**src/rtl/busphase_pkg.sv**
```systemverilog
// Shared phase encoding for the bus phase sequencer.
package busphase_pkg;
    typedef enum logic [3:0] {
        PH_IDLE    = 4'd0,
        PH_ARB     = 4'd1,
        PH_SEL     = 4'd2,
        PH_RESEL   = 4'd3,
        PH_IDENT   = 4'd4,
        PH_CMD     = 4'd5,
        PH_DATA    = 4'd6,
        PH_SAVE    = 4'd7,
        PH_RESTORE = 4'd8,
        PH_DISC    = 4'd9,
        PH_STATUS  = 4'd10,
        PH_DONE    = 4'd11
    } phase_e;
endpackage

```
**src/rtl/busphase_arb.sv**
```systemverilog
// Fixed-priority arbiter: the highest set request index wins.
// Assumes: purely combinational, evaluated only while the bus is idle.
module busphase_arb #(
    parameter int NUM_DEV = 8,
    parameter int ID_W    = $clog2(NUM_DEV)
) (
    input  logic [NUM_DEV-1:0] req,
    output logic               any_req,
    output logic [ID_W-1:0]    win_id
);
    // Scan upward so the last (highest) set bit is kept.
    always_comb begin
        any_req = 1'b0;
        win_id  = '0;
        for (int i = 0; i < NUM_DEV; i++) begin
            if (req[i]) begin
                any_req = 1'b1;
                win_id  = ID_W'(i);
            end
        end
    end
endmodule

```
**src/rtl/busphase_count.sv**
```systemverilog
// Byte handshake counter for one phase; flags the handshake that completes it.
// Assumes: need >= 1; clear is raised on the cycle the phase changes.
module busphase_count #(
    parameter int CNT_W = 4
) (
    input  logic             clk,
    input  logic             rst_n,
    input  logic             clear,
    input  logic             fire,
    input  logic [CNT_W-1:0] need,
    output logic             last
);
    logic [CNT_W-1:0] cnt_q;

    // The final byte is the one handshaken when the count reaches need-1.
    assign last = fire && (cnt_q == CNT_W'(need - 1'b1));

    // Count handshakes, restarting at each phase boundary.
    always_ff @(posedge clk) begin
        if (!rst_n || clear || last) cnt_q <= '0;
        else if (fire)               cnt_q <= cnt_q + 1'b1;
    end
endmodule

```
**src/rtl/busphase_rules.sv**
```systemverilog
// Legality table: decides whether a requested phase may follow the current one.
// Assumes: consulted only on the handshake that completes the current phase.
module busphase_rules
    import busphase_pkg::*;
(
    input  phase_e cur,
    input  logic   reconn,
    input  phase_e req,
    output logic   legal
);
    // Allowed successors per phase; DISC and DONE always release the bus.
    always_comb begin
        unique case (cur)
            PH_SEL, PH_RESEL: legal = (req == PH_IDENT);
            PH_IDENT:         legal = reconn ? (req == PH_RESTORE) : (req == PH_CMD);
            PH_CMD:           legal = (req == PH_DATA) || (req == PH_DISC) || (req == PH_STATUS);
            PH_RESTORE:       legal = (req == PH_DATA) || (req == PH_STATUS);
            PH_DATA:          legal = (req == PH_SAVE) || (req == PH_STATUS);
            PH_SAVE:          legal = (req == PH_DISC);
            PH_STATUS:        legal = (req == PH_DONE);
            PH_DISC, PH_DONE: legal = 1'b1;
            default:          legal = 1'b0;
        endcase
    end
endmodule

```
**src/rtl/busphase_seq.sv**
```systemverilog
// Bus phase sequencer: arbitration, (re)selection, and the phase walk of one
// connection with a single remembered suspended connection.
// Assumes: one byte per cycle when hs_valid & hs_ready; phase_req is judged
// only on the completing handshake of a phase.
module busphase_seq
    import busphase_pkg::*;
#(
    parameter int NUM_DEV    = 8,
    parameter int ID_W       = $clog2(NUM_DEV),
    parameter int CMD_BYTES  = 6,
    parameter int DATA_BYTES = 16
) (
    input  logic               clk,
    input  logic               rst_n,
    input  logic [NUM_DEV-1:0] arb_req,
    input  logic [ID_W-1:0]    sel_tgt,
    input  logic               hs_valid,
    input  logic               hs_ready,
    input  logic [3:0]         phase_req,
    output logic [3:0]         phase,
    output logic [NUM_DEV-1:0] arb_grant,
    output logic [ID_W-1:0]    init_id,
    output logic [ID_W-1:0]    tgt_id,
    output logic               reconn,
    output logic               disc_pend,
    output logic               err_flag
);
    localparam int MAX_BYTES = (CMD_BYTES > DATA_BYTES) ? CMD_BYTES : DATA_BYTES;
    localparam int CNT_W     = $clog2(MAX_BYTES + 1);

    phase_e            phase_q;
    logic [ID_W-1:0]   win_q, tgt_cap_q, init_q, tgt_q, dinit_q, dtgt_q;
    logic              reconn_q, err_q, dpend_q;
    logic              any_req, legal, last, fire, xfer_ph;
    logic [ID_W-1:0]   win_id;
    logic [CNT_W-1:0]  need;
    phase_e            req_ph;

    assign req_ph  = phase_e'(phase_req);
    assign xfer_ph = (phase_q != PH_IDLE) && (phase_q != PH_ARB);
    assign fire    = xfer_ph && hs_valid && hs_ready;

    busphase_arb #(.NUM_DEV(NUM_DEV), .ID_W(ID_W)) u_arb (
        .req(arb_req), .any_req(any_req), .win_id(win_id));

    busphase_rules u_rules (
        .cur(phase_q), .reconn(reconn_q), .req(req_ph), .legal(legal));

    // Byte count expected in the current phase.
    always_comb begin
        case (phase_q)
            PH_CMD:  need = CNT_W'(CMD_BYTES);
            PH_DATA: need = CNT_W'(DATA_BYTES);
            default: need = CNT_W'(1);
        endcase
    end

    logic ph_change;
    assign ph_change = !xfer_ph;

    busphase_count #(.CNT_W(CNT_W)) u_cnt (
        .clk(clk), .rst_n(rst_n), .clear(ph_change), .fire(fire),
        .need(need), .last(last));

    // Phase state machine and connection bookkeeping.
    always_ff @(posedge clk) begin
        if (!rst_n) begin
            phase_q   <= PH_IDLE;
            win_q     <= '0;
            tgt_cap_q <= '0;
            init_q    <= '0;
            tgt_q     <= '0;
            dinit_q   <= '0;
            dtgt_q    <= '0;
            reconn_q  <= 1'b0;
            err_q     <= 1'b0;
            dpend_q   <= 1'b0;
        end else begin
            unique case (phase_q)
                PH_IDLE: if (any_req) begin
                    phase_q   <= PH_ARB;
                    win_q     <= win_id;
                    tgt_cap_q <= sel_tgt;
                end
                PH_ARB: begin
                    err_q <= 1'b0;
                    if (dpend_q && (win_q == dtgt_q)) begin
                        phase_q  <= PH_RESEL;
                        init_q   <= dinit_q;
                        tgt_q    <= win_q;
                        reconn_q <= 1'b1;
                    end else begin
                        phase_q  <= PH_SEL;
                        init_q   <= win_q;
                        tgt_q    <= tgt_cap_q;
                        reconn_q <= 1'b0;
                    end
                end
                PH_DISC: if (last) begin
                    phase_q <= PH_IDLE;
                    dpend_q <= 1'b1;
                    dinit_q <= init_q;
                    dtgt_q  <= tgt_q;
                end
                PH_DONE: if (last) begin
                    phase_q <= PH_IDLE;
                    if (reconn_q) dpend_q <= 1'b0;
                end
                default: if (last) begin
                    if (legal) phase_q <= req_ph;
                    else begin
                        phase_q <= PH_IDLE;
                        err_q   <= 1'b1;
                    end
                end
            endcase
        end
    end

    // Output drive.
    always_comb begin
        arb_grant = '0;
        if (phase_q == PH_ARB) arb_grant[win_q] = 1'b1;
    end
    assign phase     = phase_q;
    assign init_id   = init_q;
    assign tgt_id    = tgt_q;
    assign reconn    = reconn_q;
    assign disc_pend = dpend_q;
    assign err_flag  = err_q;


    grant_onehot_chk: assert property (@(posedge clk) disable iff (!rst_n)
        $onehot0(arb_grant));

    idle_to_arb_chk: assert property (@(posedge clk) disable iff (!rst_n)
        (phase_q == PH_IDLE && |arb_req) |=> (phase_q == PH_ARB));

    busy_no_grant_chk: assert property (@(posedge clk) disable iff (!rst_n)
        (phase_q != PH_IDLE && phase_q != PH_ARB) |=> (phase_q != PH_ARB));

    stall_hold_chk: assert property (@(posedge clk) disable iff (!rst_n)
        (xfer_ph && !(hs_valid && hs_ready)) |=> $stable(phase_q));

    disc_release_chk: assert property (@(posedge clk) disable iff (!rst_n)
        (phase_q == PH_DISC && last) |=> (phase_q == PH_IDLE && dpend_q));

    err_idle_chk: assert property (@(posedge clk) disable iff (!rst_n)
        $rose(err_q) |-> (phase_q == PH_IDLE));
endmodule

```
**config.mk**
```make
export PLATFORM = sky130hd
export DESIGN_NAME = busphase_seq
export DESIGN_NICKNAME = d
export VERILOG_FILES = /design/src/rtl/busphase_pkg.sv /design/src/rtl/busphase_arb.sv /design/src/rtl/busphase_count.sv /design/src/rtl/busphase_rules.sv /design/src/rtl/busphase_seq.sv
export SDC_FILE = /design/constraint.sdc
export NUM_CORES = 1
export LEC_CHECK = 0
export BUFFER_PORTS_ARGS = -buffer_cell sky130_fd_sc_hd__buf_2
export CAP_MARGIN = 20
export CELL_PAD_IN_SITES_DETAIL_PLACEMENT = 1
export CELL_PAD_IN_SITES_GLOBAL_PLACEMENT = 2
export CORE_MARGIN = 1
export CORE_UTILIZATION = 30
export DETAILED_ROUTE_END_ITERATION = 7
export PLACE_DENSITY = 0.86
export SLEW_MARGIN = 20
export SYNTH_ARGS = -nofsm -noshare
export SYNTH_HDL_FRONTEND = slang
export SYNTH_SLANG_ARGS = --single-unit
```
**constraint.sdc**
```tcl
create_clock -name clk -period 5.8 [get_ports clk]
set_clock_uncertainty 0.05 [all_clocks]
set_input_delay 1.16 -clock clk [delete_from_list [all_inputs] [get_ports clk]]
set_output_delay 1.16 -clock clk [all_outputs]
set_load 0.05 [all_outputs]
```
==> Word-level counts from Yosys, hierarchy flattened <==
Cells that the tools add are included.
{ "word_totals": {"ff_bits": 30, "latchBits": 0, "ram_bits": 0, "romBits": 0, "mem_count": 0} }
{ "classes": {"add_sub_neg": 2, "multipliers": 0, "n_div": 0, "magnitude_cmp": 2, "n_eq_ne": 28, "shifts": 0, "n_mux": 37, "bitwise": 1, "reduce_logical": 27} }
{ "ops": {"columns": ["cell", "count"], "rows": [
  ["equality test 4 x 3 -> 1 bit, second input constant", 8],
  ["equality test 4 bit, second input constant", 8],
  ["two-way mux 1 bit", 18],
  ["two-way mux 3 bit", 6],
  ["two-way mux 4 bit", 4],
  ["one-hot mux 4 bit (3 select lines)", 1],
  ["one-hot mux 5 bit (2 select lines)", 1],
  ["equality test 4 x 2 -> 1 bit, second input constant", 2],
  ["two-way mux 8 bit", 1],
  ["!= test 2 x 1 -> 1 bit, second input constant", 4],
  ["one-hot mux 1 bit (8 select lines)", 1],
  ["logical AND 1 bit", 6],
  ["logical OR 1 bit", 6],
  ["AND reduction 3 bit", 2],
  ["adder 5 x 1 -> 5 bit, second input constant", 1],
  ["equality test 5 bit", 1],
  ["subtractor 5 x 1 -> 5 bit, second input constant", 1],
  ["equality test 4 x 1 -> 1 bit, second input constant", 1],
  ["zero test 4 bit", 1],
  ["less-than comparator 3 x 4 -> 1 bit, second input constant", 1],
  ["two-way mux 2 bit", 2],
  ["!= test 2 bit, second input constant", 2],
  ["!= test 4 x 1 -> 1 bit, second input constant", 1],
  ["one-hot mux 1 bit (2 select lines)", 2],
  ["other kinds (12)", 16]
]} }

==> Depth between registers and ports, before layout <==
Gate-level depths: netlist of run 1.
{ "logic_depth": {"ltp_word": 10, "ltp_mapped": 7, "mapped_depth_nobuf": 5} }

==> Modules after synthesis <==
From an unflattened synthesis of run 1, not the netlist that was laid out.
{ "unflattened": {"hier_cells": 218, "hier_area_um2": 1850.5} }
{ "by_module_without_submodules": {"columns": ["module", "n_inst", "cells_per_inst", "area_per_inst_um2"], "rows": [
  ["busphase_seq", 1, 137, 1214.9],
  ["busphase_count", 1, 36, 344.1],
  ["busphase_rules", 1, 33, 234.0],
  ["busphase_arb", 1, 12, 57.6]
]} }

==> Worst setup path before layout of run 1 <==
OpenSTA, ideal clock, no wires.
{ "synth_path": {"path_type": "register to output", "startpoint": "reg phase_q[3], in the netlist phase[3]", "endpoint": "out arb_grant[4]", "arrival_time_ns": 2.667, "required_time_ns": 4.590, "slack_ns": 1.923, "path_stages_with_launch": 8, "n_path_buf": 3, "path_cell_list": "dfxtp_1 > buf_2 > nor3_1 > and2_1 > clkbuf_1 > buf_2 > nand2_1 > nor3_1"} }
{ "synth_between": {"elab_chain_len": 2} }
{ "synth_lines": {"columns": ["element", "line_no", "text"], "rows": [
  ["from (decl)", "busphase_seq.sv:31", "phase_e phase_q;"],
  ["from (signal assigned)", "busphase_seq.sv:110", "if (legal) phase_q <= req_ph;"],
  ["equality test 4 x 1 -> 1 bit", "busphase_seq.sv:123", "if (phase_q == PH_ARB) arb_grant[win_q] = 1'b1;"],
  ["two-way mux 8 bit", "busphase_seq.sv:123", null],
  ["to (decl)", "busphase_seq.sv:21", "output logic [NUM_DEV-1:0] arb_grant,"]
]} }
Every way passes these cells.

==> Final worst setup path of run 1 <==
{ "layout_path": {"startpoint": "reg phase_q[1], in the netlist phase[1]", "endpoint": "out arb_grant[4]"} }
The elaborated chain is that of the path after synthesis.

==> metrics.csv, run 1 <==
stage,metric,value,unit
synth,synth_area_leaders,"dfxtp_1 34%, mux2i_1 9.1%, nor2_1 5.8%, nand2_1 4.1%, a211oi_1 3.0%",
floorplanning,ioPinCount,40,
clock_tree,cts_made_buffers,5,
synth,synth_cell_types,48,
synth,synth.most_common_cell,dfxtp_1,
synth,syn_nets,227,
power_and_ir_drop,p_int,479,uW
clock_tree,path_clk_slew,0.07,ns
final_layout,n_antenna_cell,0,
critical_path,cp.arrival,2.23,ns
final_layout,fin_cells,313,
final_layout,regArea,601,um2
synth,yosys_warnings,0,
clock_tree,cts_max_level,2,
timing,slew_viol_final,0,
floorplanning,initial_utilization,31.5,%
routing,dr.pass1.iters,4,
global_route,antenna_found_initial,0,
clock_tree,postCtsSetupBuffers,0,
power_and_ir_drop,power_switching,431,uW
timing,rsz0062_at_grt,no,
floorplanning,die_area,6170,um2
critical_path,crit_type,flip-flop to primary output,
timing,hold_viol,0,
power_and_ir_drop,seq_power_share,35.0,%
synth,yosys.area.top_type_share,34.2,%
timing,slew-limit-headroom,51.5,%
routing,drt-total-wl,4710,um
routing,vias_per_cell,5.14,
final_layout,area_growth_syn_to_layout,17.4,%
clock_tree,cts_tree,yes,
place,io_buffers,39,
run,drv_cap,0,
synth,synth_edf_count,0,
floorplanning,die_w,78.6,um
synth,synthFlopType,dfxtp_1,
floorplanning,num_rows,27,
clock_tree,insertion_delay,0.28,ns
timing,fmax,0.291,GHz
routing,drc,0,
critical_path,r2r_slack,3.26,ns
synth,synthCells,207,
timing,hold_ws,0.411,ns
floorplanning,fp.dieH,78.6,um
floorplanning,coreArea,5570,um2
final_layout,multi_input_area,1060,um2
critical_path,end_kind,primary output,
min_path,holdCritPathClass,flip-flop to flip-flop,
clock_tree,clock_sinks,30,
global_route,grt_max_degree,22,
timing,post-route-min-period,3.44,ns
power_and_ir_drop,clockPowerShare,19.2,%
final_layout,final_layout_size_suffix_gt1_share,23.7,%
synth,synth.avg_cell_area,8.49,um2
clock_tree,cts-root-buf,clkbuf_8,
place,dpl.cell_count,305,
final_layout,final_util,37.0,%
place,place_congestion,0.712,
final_layout,n_fill_cell,699,
synth,synth_top_area_cell,dfxtp_1,
critical_path,cp.required,4.59,ns
power_and_ir_drop,total_leakage_power,0.000870,uW
routing,vias,1610,
power_and_ir_drop,combPwrFrac,45.7,%
power_and_ir_drop,powerDensity,441,nW/um2
synth,ys_seq_elements,30,
routing,ant_nets,0,
global_route,overflow,0,
synth,synth_commonest_cells,"30 x dfxtp_1, 27 x nor2_1, 19 x nand2_1",
power_and_ir_drop,max-vdd-ir-drop,0.000196,V
critical_path,crit_fanout,15,
clock_tree,cts_resized,0,
critical_path,cp-start-kind,flip-flop,
routing,avgRoutedWirePerCell,15.1,um
timing,finalSetupViolCount,0,
global_route,grt_pass1_vias,1640,
synth,async_reset_ff_share,0,%
place,post-dp-hpwl,3480,um
power_and_ir_drop,sw_frac_of_total,47.3,%
synth,synthesis.area,1760,um2
timing,final.setup.tns,0,ns
clock_tree,ctsHoldBuffers,0,
run_status,status,"complete, no violations",
clock_tree,clockBufferDepth,2,
final_layout,fin_nets,260,
synth,yosysSeqAreaShare,34.2,%
routing,drt-initial-drc-count,36,
timing,post-route-period-util,59.3,%
global_route,grt_pass1_wl,7910,um
global_route,grt_use_total,16.4,%
timing,tightest_slew,0.722,ns
-- kinds of logic (layout without fill, tap and decap cells) --
kind of cell,count (synthesis),in the layout,synth area share (%)
fa+ha+maj,1,1,0.712
compound gates,42,42,19.9
buf+inv,21,55,5.77
xor+xnor,9,9,4.48
simple gates,88,88,25.9
flops,30,30,34.2
mux,16,16,9.11
-- registers in the layout, summed over array words and instances (netlist names) --
signal / flops
err_flag: 1
disc_pend: 1
dtgt_q: 3
tgt_id: 3
win_q: 3
tgt_cap_q: 3
reconn: 1
dinit_q: 3
phase: 4
init_id: 3
u_cnt.cnt_q: 5
-- cell usage in the layout (no fill, tap or decap), drive strengths merged, types with 2 or more instances in the layout --
cell type / count
buf: 39
dfxtp: 30
nor2: 28
nand2: 19
mux2i: 16
inv: 8
a21oi: 8
nor3: 7
a211oi: 7
nor2b: 7
clkbuf: 7
o21ai: 6
xor2: 5
nor4: 5
xnor2: 4
nand3: 4
nand2b: 3
nand4: 3
and3: 3
and2: 2
and4: 2
o311ai: 2
nor3b: 2
o22ai: 2
o21a: 2
a211o: 2
o41ai: 2
-- critical path, cell delays in order (launching register included) --
cell and delay [ns]:
dfxtp_1 0.47, nor3_1 0.30, and2_1 0.50, nand2_1 0.22, nor3_1 0.17, buf_2 0.29
-- layout make-up --
type,count,area share [%]
multi-input combinational,156,51.2
sequential,30,29.1
timing repair buffer,39,9.46
tap,72,4.37
clock buffer,7,4.18
inverter,8,1.46
clock inverter,1,0.243
-- power groups by stage --
stage	Combinational (uW)	Sequential (uW)	Clock, uW
2_1_floorplan	294	365	0
3_3_place_gp	412	322	0
3_5_place_dp	419	324	0
4_1_cts	421	319	181
5_1_grt	451	328	191
6_report	416	319	175
-- final timing paths --
| check | from | endpoint | cells after the start |
|---|---|---|---|
| setup / recovery | phase[1]$_SDFFE_PN0P_ | arb_grant[4] | 5 |
| hold / removal | dinit_q[1]$_SDFFE_PN0P_ | dinit_q[1]$_SDFFE_PN0P_ | 2 |
| hold reg to reg | dinit_q[1]$_SDFFE_PN0P_ | dinit_q[1]$_SDFFE_PN0P_ | 2 |
| setup reg to reg | phase[2]$_SDFFE_PN0P_ | dtgt_q[0]$_SDFFE_PN0P_ | 5 |
-- through the flow --
stage / area, um2 / total power [uW] / setup WS [ns]
finish: 2060 / 910 / 2.36
global route: 2060 / 970 / 2.20
CTS: 2060 / 921 / 2.33
detailed placement: 1970 / 742 / 2.65
global placement: 1970 / 734 / 2.72
floorplan: 1760 / 659 / 1.92
-- metal layers --
metal | share of wire, % | up-vias | global-route usage, %
met4 | 1.3 | 0 | 5.56
met1 | 46 | 760 | 20.6
li1 | - | 807 | -
met5 | 0 | - | 0
met2 | 48 | 38 | 27.5
met3 | 4.5 | 5 | 3.49
No activity file was read; power rests on OpenSTA's default activity.
==> run 2: changes to the inputs <==
- ABC_AREA: unset -> 1
- CORE_UTILIZATION: 30 -> 28
- PLACE_DENSITY: 0.86 -> 0.88
- clock period: 5.8 -> 3.4 ns (I/O delays scaled with it)
==> run 2 against run 1 <==
  * Sequential power increased by 60%
  * Core utilization decreased by 1.2 points
  * Synthesized cell count increased by 34%
  * Non-clock buffer count increased by 1
  * Global-route usage decreased by 0.081 points
  * Final cell count increased by 27%
  * Routed wire length increased by 4.4%
  * Design area increased by 4.5%
  * Clock power increased by 79%
  * First-iteration DRC count increased by 44%
  * Worst hold slack got worse by 0.0088 ns
  * Combinational power increased by 77%
  * Critical endpoint is now arb_grant[1]
  * Largest cell class unchanged
  * Highest routed layer unchanged
==> metrics.csv, run 2 <==
stage,metric,value,unit,change
critical_path,crit_fanout,13,,-2
floorplanning,die_area,6700,um2,+8.5%
final_layout,final_layout_size_suffix_gt1_share,22.1,%,-1.5 points
clock_tree,clock_sinks,30,,unchanged
timing,tightest_slew,0.462,ns,-0.260 ns
place,dpl.cell_count,388,,+27%
synth,synth_cell_types,31,,-35%
timing,hold_ws,0.402,ns,-0.00877 ns
synth,synth_top_area_cell,dfxtp_1,,
synth,ys_seq_elements,30,,unchanged
timing,slew_viol_final,0,,unchanged
clock_tree,path_clk_slew,0.07,ns,about the same
run,drv_cap,0,,unchanged
routing,avgRoutedWirePerCell,12.4,um,-17%
synth,synth_commonest_cells,"66 x nand2_1, 50 x nor2_1, 30 x dfxtp_1, 30 x inv_1, 20 x o21ai_0",,
floorplanning,ioPinCount,40,,unchanged
clock_tree,cts_made_buffers,5,,unchanged
critical_path,end_kind,primary output,,
min_path,holdCritPathClass,flip-flop to flip-flop,,
routing,ant_nets,0,,unchanged
synth,synth.most_common_cell,nand2_1,,
clock_tree,cts-root-buf,clkbuf_8,,
global_route,grt_pass1_wl,8380,um,+5.8%
global_route,grt_use_total,16.3,%,-0.081 points
global_route,grt_pass1_vias,1770,,+7.9%
power_and_ir_drop,max-vdd-ir-drop,0.000243,V,+24%
critical_path,cp.arrival,1.84,ns,-0.39 ns
run_status,status,"complete, no violations",,
floorplanning,fp.dieH,81.8,um,+4.2%
clock_tree,ctsHoldBuffers,0,,unchanged
clock_tree,cts_max_level,2,,unchanged
routing,vias_per_cell,4.74,,-7.8%
timing,hold_viol,0,,unchanged
routing,drt-total-wl,4920,um,+4.4%
place,place_congestion,0.780,,+9.6%
final_layout,n_fill_cell,804,,+15%
power_and_ir_drop,total_leakage_power,0.00103,uW,+18%
synth,yosys_warnings,0,,unchanged
critical_path,r2r-start,phase[3]$_SDFFE_PN0P_,,
floorplanning,initial_utilization,29.6,%,-1.9 points
synth,syn_nets,297,,+31%
timing,post-route-min-period,2.57,ns,
floorplanning,coreArea,6030,um2,+8.1%
critical_path,startpoint,phase[3]$_SDFFE_PN0P_,,
power_and_ir_drop,report.power.total,1560,uW,+71%
synth,synthFlopType,dfxtp_1,,
routing,drt-initial-drc-count,52,,+44%
final_layout,largest_reg_flops,5,,unchanged
power_and_ir_drop,powerDensity,724,nW/um2,+64%
synth,synthesis.area,1780,um2,+1.5%
final_layout,final_common_cell,nand2_1,,
routing,vias,1879,,+17%
place,post-dp-hpwl,3900,um,+12%
synth,yosys.area.top_type_share,33.7,%,-0.50 points
final_layout,mostFrequentLayoutCells,"66 x nand2_1, 50 x nor2_1, 39 x buf_2",,
critical_path,reg2reg_depth,9,,+4
synth,async_reset_ff_share,0,%,unchanged
final_layout,fin_cells,396,,+27%
clock_tree,postCtsSetupBuffers,0,,unchanged
routing,dr.pass1.iters,4,,unchanged
final_layout,area_growth_syn_to_layout,20.8,%,
clock_tree,cts_resized,0,,unchanged
critical_path,cp.required,2.67,ns,-1.92 ns
global_route,overflow,0,,unchanged
final_layout,largest_register,u_cnt.cnt_q,,
synth,synth_area_leaders,"dfxtp_1 34%, nand2_1 14%, nor2_1 11%, inv_1 6.3%, o21ai_0 5.6%",,
floorplanning,num_rows,28,,+3.7%
floorplanning,die_w,81.8,um,+4.2%
synth,yosysSeqAreaShare,33.7,%,-0.50 points
synth,synth_edf_count,0,,unchanged
routing,drc,0,,unchanged
timing,final.setup.tns,0,ns,unchanged
clock_tree,insertion_delay,0.28,ns,about the same
final_layout,n_antenna_cell,0,,unchanged
critical_path,r2r_slack,1.68,ns,-1.58 ns
global_route,antenna_found_initial,0,,unchanged
critical_path,r2r-end,dtgt_q[2]$_SDFFE_PN0P_,,
critical_path,crit_end,arb_grant[1],,
final_layout,fin_nets,340,,+31%
synth,synth.avg_cell_area,6.44,um2,-24%
timing,fmax,0.389,GHz,
timing,post-route-period-util,75.6,%,
timing,rsz0062_at_grt,no,,
clock_tree,clockBufferDepth,2,,unchanged
clock_tree,cts_tree,yes,,
synth,synthCells,277,,+34%
place,io_buffers,39,,unchanged
critical_path,crit_type,flip-flop to primary output,,
timing,slew-limit-headroom,69.2,%,+18 points
critical_path,cp-start-kind,flip-flop,,
timing,finalSetupViolCount,0,,unchanged
global_route,grt_max_degree,20,,-9.1%
==> run 2: changes by cell type in the layout (fill, tap and decap cells not counted), moves of 5 or more <==
cell	change
inv_2	+5
a21oi_1	+9
nand2_1	+47
o21ai_0	+16
nor2b_1	-7
nor2_1	+23
mux2i_1	-16
inv_1	+22
a211oi_1	-6
nand3_1	+10
==> run 2: worst min-delay path by stage <==
stage	start	endpoint	slack [ns]	cells past startpoint
final	err_flag$_SDFFE_PN0P_	err_flag$_SDFFE_PN0P_	0.40	2
after global routing	err_flag$_SDFFE_PN0P_	err_flag$_SDFFE_PN0P_	0.42	2
after CTS	err_flag$_SDFFE_PN0P_	err_flag$_SDFFE_PN0P_	0.41	2
after detailed placement	err_flag$_SDFFE_PN0P_	err_flag$_SDFFE_PN0P_	0.40	2
after global placement	err_flag$_SDFFE_PN0P_	err_flag$_SDFFE_PN0P_	0.39	2
after floorplan	tgt_cap_q[0]$_SDFFE_PN0P_	tgt_cap_q[0]$_SDFFE_PN0P_	0.38	2
==> run 2: kinds of logic after synthesis <==
kind of cell,after synthesis,synth area share (%)
compound gates,48,15.2
xor+xnor,5,2.45
fa+ha+maj,1,0.701
buf+inv,39,8.49
flops,30,33.7
simple gates,154,39.5
==> run 2: power breakdown <==
part           leakage (uW)  internal (uW)  switching [uW]
Clock             0.0000472            163             150
Sequential         0.000245            426            83.1
Combinational      0.000735            201             538
==> run 2: metal layers <==
layer	vias up	wire length (um)	GRT usage [%]
met5	-	0	0
met4	0	46	4.74
met3	4	194	3.33
met2	30	2250	25.2
met1	872	2430	22.7
li1	973	-	-
==> run 2: cell type report <==
class | count | area, um2 | share of cell area (%)
well taps | 75 | 93.8 | 4.35
flip-flops and latches | 30 | 601 | 27.9
multi-input cells | 208 | 1030 | 47.9
clock buffers | 6 | 82.6 | 3.83
clock inverters | 2 | 12.5 | 0.580
repair buffers | 40 | 203 | 9.40
inverters | 35 | 131 | 6.09
==> run 2: worst max-delay path: stages (launching register included) <==
cell	delay [ns]
dfxtp_1	0.37
nor2_2	0.22
nand2_4	0.10
nor2_1	0.10
buf_4	0.19
nand2_1	0.14
nor3_1	0.14
buf_2	0.28
==> run 2: metrics by stage <==
stage	setup slack, ns	cell area, um2	utilization [%]
final	0.829	2160	35.8
after global routing	0.650	2160	35.8
after CTS	0.806	2160	35.8
after detailed placement	1.13	2060	34.2
after global placement	1.18	2060	34.2
after floorplan	0.263	1780	-
